**config.mk**
```make
export PLATFORM = sky130hd
export DESIGN_NAME = sc_core
export DESIGN_NICKNAME = d
export VERILOG_FILES = /design/src/rtl/sc_core_pkg.sv /design/src/rtl/sc_decoder.sv /design/src/rtl/sc_alu.sv /design/src/rtl/sc_regfile.sv /design/src/rtl/sc_imem.sv /design/src/rtl/sc_dmem.sv /design/src/rtl/sc_core.sv
export SDC_FILE = /design/constraint.sdc
export NUM_CORES = 1
export LEC_CHECK = 0
export BUFFER_PORTS_ARGS = -buffer_cell sky130_fd_sc_hd__buf_2
export CAP_MARGIN = 30
export CORE_ASPECT_RATIO = 1.25
export CORE_UTILIZATION = 45
export CTS_CLUSTER_DIAMETER = 50
export CTS_CLUSTER_SIZE = 16
export DETAILED_ROUTE_END_ITERATION = 7
export PLACE_DENSITY = 0.9
export SLEW_MARGIN = 20
export SYNTH_ARGS = -nofsm -noshare
export SYNTH_HDL_FRONTEND = slang
export SYNTH_SLANG_ARGS = --single-unit
```
**constraint.sdc**
```tcl
create_clock -name clk -period 4.33 [get_ports clk]
set_input_delay 0.866 -clock clk [delete_from_list [all_inputs] [get_ports clk]]
set_output_delay 0.866 -clock clk [all_outputs]
set_load 0.005 [all_outputs]
```
**src/rtl/sc_core_pkg.sv**
```systemverilog
package sc_core_pkg;

    localparam int XLEN   = 32;
    localparam int REG_AW = 5;

    localparam logic [5:0] OP_RTYPE = 6'h00;
    localparam logic [5:0] OP_JUMP  = 6'h02;
    localparam logic [5:0] OP_LINK  = 6'h03;
    localparam logic [5:0] OP_BEQ   = 6'h04;
    localparam logic [5:0] OP_ADDI  = 6'h08;
    localparam logic [5:0] OP_LOAD  = 6'h23;
    localparam logic [5:0] OP_STORE = 6'h2B;

    localparam logic [5:0] FN_ADD   = 6'h20;
    localparam logic [5:0] FN_JREG  = 6'h08;

    typedef enum logic {ALU_ADD, ALU_SUB} alu_op_e;
    typedef enum logic [1:0] {DST_RT, DST_RD, DST_LINK} dst_sel_e;
    typedef enum logic [1:0] {WB_ALU, WB_MEM, WB_LINK} wb_sel_e;
    typedef enum logic [1:0] {NPC_SEQ, NPC_ABS, NPC_REG} npc_sel_e;

    typedef struct packed {
        logic     branch;
        npc_sel_e npc_sel;
        logic     alub_imm;
        alu_op_e  alu_op;
        logic     dm_we;
        logic     rf_we;
        dst_sel_e dst_sel;
        wb_sel_e  wb_sel;
    } ctrl_t;

    typedef struct packed {
        logic [XLEN-1:0] pc;
    } core_state_t;

endpackage

```
**src/rtl/sc_decoder.sv**
```systemverilog
module sc_decoder
    import sc_core_pkg::*;
(
    input  logic [5:0] opcode,
    input  logic [5:0] funct,
    output ctrl_t      ctrl
);
    always_comb begin
        ctrl = '{branch: 1'b0, npc_sel: NPC_SEQ, alub_imm: 1'b0,
                 alu_op: ALU_ADD, dm_we: 1'b0, rf_we: 1'b0,
                 dst_sel: DST_RT, wb_sel: WB_ALU};
        case (opcode)
            OP_RTYPE: begin
                if (funct == FN_ADD) begin
                    ctrl.rf_we   = 1'b1;
                    ctrl.dst_sel = DST_RD;
                end else if (funct == FN_JREG) begin
                    ctrl.npc_sel = NPC_REG;
                end
            end
            OP_ADDI: begin
                ctrl.rf_we    = 1'b1;
                ctrl.alub_imm = 1'b1;
            end
            OP_LOAD: begin
                ctrl.rf_we    = 1'b1;
                ctrl.alub_imm = 1'b1;
                ctrl.wb_sel   = WB_MEM;
            end
            OP_STORE: begin
                ctrl.alub_imm = 1'b1;
                ctrl.dm_we    = 1'b1;
            end
            OP_BEQ: begin
                ctrl.branch = 1'b1;
                ctrl.alu_op = ALU_SUB;
            end
            OP_JUMP: begin
                ctrl.npc_sel = NPC_ABS;
            end
            OP_LINK: begin
                ctrl.npc_sel = NPC_ABS;
                ctrl.rf_we   = 1'b1;
                ctrl.dst_sel = DST_LINK;
                ctrl.wb_sel  = WB_LINK;
            end
            default: ;
        endcase
    end
endmodule

```
**src/rtl/sc_alu.sv**
```systemverilog
module sc_alu
    import sc_core_pkg::*;
#(
    parameter int W = 32
) (
    input  logic [W-1:0] a,
    input  logic [W-1:0] b,
    input  alu_op_e      op,
    output logic [W-1:0] y,
    output logic         zero
);
    always_comb begin
        y    = (op == ALU_SUB) ? (a - b) : (a + b);
        zero = (y == '0);
    end
endmodule

```
**src/rtl/sc_regfile.sv**
```systemverilog
module sc_regfile #(
    parameter int W     = 32,
    parameter int NREGS = 32,
    parameter int NRD   = 2,
    localparam int AW   = $clog2(NREGS)
) (
    input  logic                   clk,
    input  logic                   rst_n,
    input  logic [NRD-1:0][AW-1:0] raddr,
    output logic [NRD-1:0][W-1:0]  rdata,
    input  logic                   we,
    input  logic [AW-1:0]          waddr,
    input  logic [W-1:0]           wdata
);
    logic [W-1:0] regs_q [NREGS];
    logic [W-1:0] regs_d [NREGS];

    always_comb begin
        for (int i = 0; i < NREGS; i++) begin
            regs_d[i] = regs_q[i];
        end
        if (we && waddr != '0) begin
            regs_d[waddr] = wdata;
        end
        regs_d[0] = '0;
    end

    always_ff @(posedge clk or negedge rst_n) begin
        if (!rst_n) begin
            for (int i = 0; i < NREGS; i++) begin
                regs_q[i] <= '0;
            end
        end else begin
            for (int i = 0; i < NREGS; i++) begin
                regs_q[i] <= regs_d[i];
            end
        end
    end

    for (genvar p = 0; p < NRD; p++) begin : g_rd
        assign rdata[p] = (raddr[p] == '0) ? '0 : regs_q[raddr[p]];
    end
endmodule

```
**src/rtl/sc_imem.sv**
```systemverilog
module sc_imem #(
    parameter int W     = 32,
    parameter int WORDS = 64,
    localparam int IW   = $clog2(WORDS)
) (
    input  logic [W-1:0] addr,
    output logic [W-1:0] rdata
);
    logic [W-1:0] mem [WORDS];

    initial begin
        for (int i = 0; i < WORDS; i++) begin
            mem[i] = '0;
        end
    end

    assign rdata = mem[addr[IW+1:2]];
endmodule

```
**src/rtl/sc_dmem.sv**
```systemverilog
module sc_dmem #(
    parameter int W     = 32,
    parameter int WORDS = 64,
    localparam int IW   = $clog2(WORDS)
) (
    input  logic         clk,
    input  logic         we,
    input  logic [W-1:0] addr,
    input  logic [W-1:0] wdata,
    output logic [W-1:0] rdata
);
    logic [W-1:0] mem [WORDS];
    logic [IW-1:0] idx;

    assign idx   = addr[IW+1:2];
    assign rdata = mem[idx];

    always_ff @(posedge clk) begin
        if (we) begin
            mem[idx] <= wdata;
        end
    end
endmodule

```
**src/rtl/sc_core.sv**
```systemverilog
module sc_core
    import sc_core_pkg::*;
#(
    parameter int IMEM_WORDS = 64,
    parameter int DMEM_WORDS = 64
) (
    input  logic        clk,
    input  logic        rst_n,
    output logic [31:0] pc_o,
    output logic [31:0] instr_o,
    output logic        rf_we_o,
    output logic [4:0]  rf_waddr_o,
    output logic [31:0] rf_wdata_o,
    output logic        dm_we_o,
    output logic [31:0] dm_addr_o,
    output logic [31:0] dm_wdata_o
);
    localparam logic [REG_AW-1:0] LINK_REG = '1;

    core_state_t state_q, state_d;
    ctrl_t       ctrl;

    logic [XLEN-1:0] instr, pc_plus4, imm_sx, br_target, abs_target, reg_target;
    logic [XLEN-1:0] rs_val, rt_val, alu_b, alu_y, mem_rdata;
    logic            alu_zero;
    logic [REG_AW-1:0] dst;
    logic [XLEN-1:0] wb_val;
    logic [1:0][REG_AW-1:0] rd_addr;
    logic [1:0][XLEN-1:0]   rd_data;

    sc_imem #(.W(XLEN), .WORDS(IMEM_WORDS)) u_imem (
        .addr (state_q.pc),
        .rdata(instr)
    );

    sc_decoder u_dec (
        .opcode(instr[31:26]),
        .funct (instr[5:0]),
        .ctrl  (ctrl)
    );

    assign rd_addr[0] = instr[25:21];
    assign rd_addr[1] = instr[20:16];
    assign rs_val     = rd_data[0];
    assign rt_val     = rd_data[1];

    sc_regfile #(.W(XLEN), .NREGS(32), .NRD(2)) u_rf (
        .clk  (clk),
        .rst_n(rst_n),
        .raddr(rd_addr),
        .rdata(rd_data),
        .we   (rf_we_o),
        .waddr(dst),
        .wdata(wb_val)
    );

    assign imm_sx = {{(XLEN-16){instr[15]}}, instr[15:0]};
    assign alu_b  = ctrl.alub_imm ? imm_sx : rt_val;

    sc_alu #(.W(XLEN)) u_alu (
        .a   (rs_val),
        .b   (alu_b),
        .op  (ctrl.alu_op),
        .y   (alu_y),
        .zero(alu_zero)
    );

    sc_dmem #(.W(XLEN), .WORDS(DMEM_WORDS)) u_dmem (
        .clk  (clk),
        .we   (ctrl.dm_we),
        .addr (alu_y),
        .wdata(rt_val),
        .rdata(mem_rdata)
    );

    always_comb begin
        pc_plus4   = state_q.pc + 32'd4;
        br_target  = pc_plus4 + {imm_sx[XLEN-3:0], 2'b00};
        abs_target = {pc_plus4[31:28], instr[25:0], 2'b00};
        reg_target = {rs_val[31:2], 2'b00};

        case (ctrl.dst_sel)
            DST_RD:   dst = instr[15:11];
            DST_LINK: dst = LINK_REG;
            default:  dst = instr[20:16];
        endcase

        case (ctrl.wb_sel)
            WB_MEM:  wb_val = mem_rdata;
            WB_LINK: wb_val = pc_plus4;
            default: wb_val = alu_y;
        endcase

        state_d = state_q;
        case (ctrl.npc_sel)
            NPC_ABS: state_d.pc = abs_target;
            NPC_REG: state_d.pc = reg_target;
            default: state_d.pc = (ctrl.branch && alu_zero) ? br_target : pc_plus4;
        endcase
    end

    always_ff @(posedge clk or negedge rst_n) begin
        if (!rst_n) begin
            state_q <= '{pc: '0};
        end else begin
            state_q <= state_d;
        end
    end

    assign pc_o       = state_q.pc;
    assign instr_o    = instr;
    assign rf_we_o    = ctrl.rf_we && (dst != '0);
    assign rf_waddr_o = dst;
    assign rf_wdata_o = wb_val;
    assign dm_we_o    = ctrl.dm_we;
    assign dm_addr_o  = alu_y;
    assign dm_wdata_o = rt_val;
endmodule

```
; ---- Word-level counts from Yosys, hierarchy flattened
; Memory sizes are Yosys's and may differ from the RTL's.
; Cells that the tools add are included.
[totals]
n_memories = 1
register_bits = 1024
out_inout_bits = 167
mem_bits_rw = 2048
[classes]
n_bitwise = 3
order_cmp = 4
n_eq_ne = 14
n_reduce_logical = 12
mux = 29
n_addsub = 4
[memory_table]
columns = memory, words, width, read_ports, rd_clocked_by_memory_dff, wr, line
row1 = u_dmem.mem, 64, 32, 1, 0, 1, sc_dmem.sv:12  ; logic [W-1:0] mem [WORDS];
[ops]
columns = operator, n
row1 = $bwmux 1024, 1
row2 = $bmux 32 s5, 2
row3 = $mux 32, 10
row4 = $demux 32 s5, 1
row5 = $pmux 32 s2, 2
row6 = $add 32x3->32 const B, 1
row7 = $add 32x32->32, 1
row8 = $add 32x32->32 const B, 1
row9 = $logic_not 32->1, 1
row10 = $sub 32x32->32, 1
row11 = $eq 6x6->1 const AB, 3
row12 = $ge 6x6->1 const B, 3
row13 = $eq 6x2->1 const AB, 2
row14 = $eq 6x4->1 const AB, 2
row15 = $not 5->6 const A, 2
row16 = $pmux 2 s2, 3
row17 = $logic_not 5->1 const A, 2
row18 = $pmux 5 s2, 1
row19 = $eq 2x1->1 const B, 3
row20 = $eq 2x2->1 const B, 3
row21 = $eq 6x3->1 const AB, 1
row22 = $logic_not 6->1 const A, 1
row23 = $lt 6x1->1 const B, 1
row24 = $not 5->6, 1
row25 = other kinds (8), 17

; ---- Longest topological paths before layout
[logic_depth]
depth_word = 12
depth_mapped = 5

; ---- Modules after synthesis
; Synthesis repeated with hierarchy kept, for this count alone.
[unflattened]
hier_cells = 9014
area_unflattened_um2 = 139357.4
[modules_own_cells]
columns = mod, area_each_um2, cells_each, n_inst
row1 = sc_dmem, 78287.6, 4207, 1
row2 = sc_regfile, 53583.9, 3763, 1
row3 = sc_core, 4591.9, 625, 1
row4 = sc_alu, 2483.6, 360, 1
row5 = sc_imem, 244.0, 33, 1
row6 = sc_decoder, 166.4, 26, 1

; ---- Worst setup path after synthesis
; OpenSTA, ideal clock, no wires.
[synth_path]
kind = reg-to-reg
start = register state_q (netlist bit pc_o[2])
end = register state_q (netlist bit pc_o[24])
synth_period_minus_slack_ns = 1.594
setup_ns = 0.124
stages_incl_launch_ff = 6
path_buffers = 0
setup_slack_ns = 2.736
arrival_time_ns = 1.470
cell_sequence = dfrtp_1 > ha_1 > nand3_2 > nor4_4 > nand4_1 > xnor2_1
[synth_between]
elab_chain_cells = 4
[synth_lines]
columns = item, line
row1 = from (decl), sc_core.sv:20  ; core_state_t state_q, state_d;
row2 = from (signal assigned), sc_core.sv:104  ; state_q <= '{pc: '0};
row3 = from (signal assigned), sc_core.sv:106  ; state_q <= state_d;
row4 = $add 32x3->32, sc_core.sv:77  ; pc_plus4 = state_q.pc + 32'd4;
row5 = $add 32x32->32, sc_core.sv:78  ; br_target = pc_plus4 + {imm_sx[XLEN-3:0], 2'b00};
row6 = via br_target[24], sc_core.sv:23  ; logic [XLEN-1:0] instr, pc_plus4, imm_sx, br_target, abs_target, reg_target;
row7 = $mux 32, sc_core.sv:98  ; default: state_d.pc = (ctrl.branch && alu_zero) ? br_target : pc_plus4;
row8 = $pmux 32 s2, sc_core.sv:95  ; case (ctrl.npc_sel)
; The timed path passes the listed nets, and every way through them passes these cells.
; A chain may end at the register's enable or synchronous reset.

; ---- Worst setup path after layout
; Same ends and word-level chain as after synthesis.

==> results.md <==
* Status: finished, final reports clean
* Worst Path Max Fanout at 9
* Setup bufs post-CTS at 0
* Wirelength per Cell at about 9.5 um
* HP Class: reg2reg
* Crit path arrival time at 1950 ps
* # rows at 29
* TritonCTS sink count at 30
* Post-synth ARST share at 100%
* Max Cap Violations at 0
* RSZ-0062 raised after global routing: no
* Post-Syn Area per Cell at around 9.6 um^2
* Antenna violations before repair at 0
* Netlist Area Pre-Place at between 0.002 and 0.0025 mm^2
* GR Util All Layers at between 10% and 20%
* Complex-gate fraction of the synthesized area at 0%
* Crit start category: flop
* Simple-gate share of the synthesized area at between 10% and 20%
* Max incr delay on CP at about 550 ps
* Largest register FFs at 30
* Final Hold Fails at 0
* Synth Flop Type: dfrtp_1
* Nets at ~290
* Antenna Nets Post-Route at 0
* Die ar. at ~0.0055 mm^2
* Clock Path Buffers at 2
* Synth Warn # at 0
* Fmax at roughly 0.56 GHz
* Vias/cell at roughly 3.8
* CP top delay family: simple AND/OR/NAND/NOR gates
* Iter 0 DRT Violations at 64
* Syn Inst Count at 245
* Placement Cell Area at 0.00206 mm^2
* CTS Hold Bufs at 0
* DRT Pass-1 Iters at 6
* Synth top area cells: buf_4 (44%), dfrtp_1 (32%), xnor2_1 (9.0%), nand4_1 (2.7%), nand3_1 (1.9%)
* Layout area overhead at -8.26%
* Wirelength, routed at around 3.3 mm
* Initial core utilization at 46.6%
* Reg-to-reg slack, setup at approximately 2500 ps
* Final min period at between 1500 and 2000 ps
* Reg2reg path depth at 5
* # IOs at about 170
* Count of different cell masters after synthesis at 21
* Worst-Margin Slew at about 660 ps
* HPWL Detailed at 2.60 mm
* R2r endpoint: pc_o[24]
* Share of the synthesized area in the top cell type at a little over two fifths
* Setup_tns at 0 ps
* Adder-cell area share of the yosys netlist at less than 1%
* Final setup fails at 0
* Max_slew headroom at a little under three fifths
* Vias at around 1300
* Clock-pin slew on the worst setup and hold paths at about 60 ps
* Vias in the first global route at between 1000 and 1500
* Worst Path Buf+Inv at 0
* Required @ worst endpoint at between 4000 and 5000 ps
* Worst skew pair latency at about 280 ps
* Post-synthesis mux area share at 0%
* Slew Limit Fails at 0
* Critical Path Slowest Stage Cell: nor4_4
* Worst path cell trace: ha_1 > nand3_2 > nor4_4 > nand4_1 > xnor2_1
* Part of the cycle the worst path needs at between 40% and 50%
* Max VDD drop at around 110 uV
* CTS tree: yes
* Crit. End Element: flop
* Hold Slack at between 400 and 500 ps
* Die width at ~67 um
* Core Util, Final at between 40 and 50%
* Core ar. at between 0.005 and 0.006 mm^2
* Die Ht at between 80 and 90 um
* Most frequent cell after synthesis: buf_4
* Diode count at 0
* Hold Startpoint: pc_o[31]
* Crit Path Class: reg2reg
* Leakage at between 1 and 1.5 nW
* CTS Buf Count at 5
* Largest family of logic cells by synthesized area: buffers and inverters
* Skew final at between 6 and 7 ps
* Power Density at 250 mW/mm^2
* First-pass GRT wire length at roughly 4.8 mm
* Post-route DRC violation count at 0
* Root buffer cell: clkbuf_8
* Port-buffer cells at 31
* Sequential element share of the synthesized area at about a third
* CTS resizes at 0
* H-tree Lvls at 2
* Largest net degree at the start of global routing at 31
* Worst Hold End: pc_o[31]
* Post-synth EDFFs at 0
* Cell taking the most area after synthesis: buf_4
* Final Instance Area at 0.00215 mm^2
* Global route overflow at 0
* Filler cells at 512
* WHS Path Cells at 1
* Xor-xnor portion of the synthesized cell area at between 10% and 20%
* Register bit total from synthesis at 30
* Reg-to-reg startpoint: pc_o[2]
* Layout cells sized above 1 at about 16%
* Routability cong. at roughly 0.79
* Most frequent cells after synthesis: buf_4 (137), dfrtp_1 (30), xnor2_1 (24)
report_power, final:
group          switching, W  internal, W
combinational     0.0000328  0.000000324
sequential                0     0.000280
clock             0.0000962     0.000128
how the worst max path moves through the flow:
stage / slack (ps) / to / startpoint / cells after the start
after CTS: 2510 / pc_o[24] / pc_o[2] / 5
final: 2530 / pc_o[24] / pc_o[2] / 5
after global routing: 2410 / pc_o[24] / pc_o[2] / 5
after floorplan: 2740 / pc_o[24] / pc_o[2] / 5
after detailed placement: 2530 / pc_o[24] / pc_o[2] / 5
after global placement: 2640 / pc_o[24] / pc_o[2] / 5
layout by cell type (no fill, tap or decap):
| cell | count |
|---|---|
| and2_1 | 1 |
| and4_1 | 2 |
| inv_2 | 1 |
| nand2_1 | 9 |
| dfrtp_1 | 30 |
| conb_1 | 137 |
| nor4_4 | 1 |
| nand2b_1 | 1 |
| buf_2 | 31 |
| and3_1 | 3 |
| nor3_1 | 1 |
| nand3_2 | 2 |
| ha_1 | 1 |
| nand3_1 | 9 |
| clkinv_2 | 1 |
| nand4_4 | 1 |
| clkbuf_1 | 1 |
| clkbuf_8 | 6 |
| xnor2_1 | 24 |
| inv_1 | 1 |
| nand4_1 | 10 |
| nor2_1 | 5 |
| nor4b_4 | 1 |
| xor2_1 | 4 |
cells by family after synthesis:
kind of cell               Yosys count
buffers and inverters              139
and+or+nand+nor                     46
DFF                                 30
xor gates and xnor gates            28
adders and majority gates            1
other                                1
metrics by stage:
step                      cells  setup WS [ps]  power [W]
final                       345           2530   0.000538
after CTS                   345           2510   0.000544
after global placement      337           2640   0.000317
after global routing        345           2410   0.000571
after floorplan             381           2740   0.000401
after detailed placement    337           2530   0.000317
final cells by class:
class | instances | area, um^2 | share of cell area (%)
well taps | 62 | 77.6 | 3.60
clock inverters | 1 | 5.00 | 0.232
flip-flops and latches | 30 | 751 | 34.8
inverters | 2 | 7.51 | 0.348
repair buffers | 31 | 155 | 7.20
clock buffers | 7 | 86.3 | 4.01
multi-input cells | 212 | 1070 | 49.8
metal layers:
layer | vias up | wire (um) | GRT usage, %
li1 | 581 | - | -
met1 | 607 | 1170 | 12.9
met2 | 118 | 1590 | 19.8
met3 | 8 | 434 | 5.87
met4 | 0 | 72 | 6.17
met5 | - | 0 | 0
Note: power is estimated with default switching activity, not from simulation.
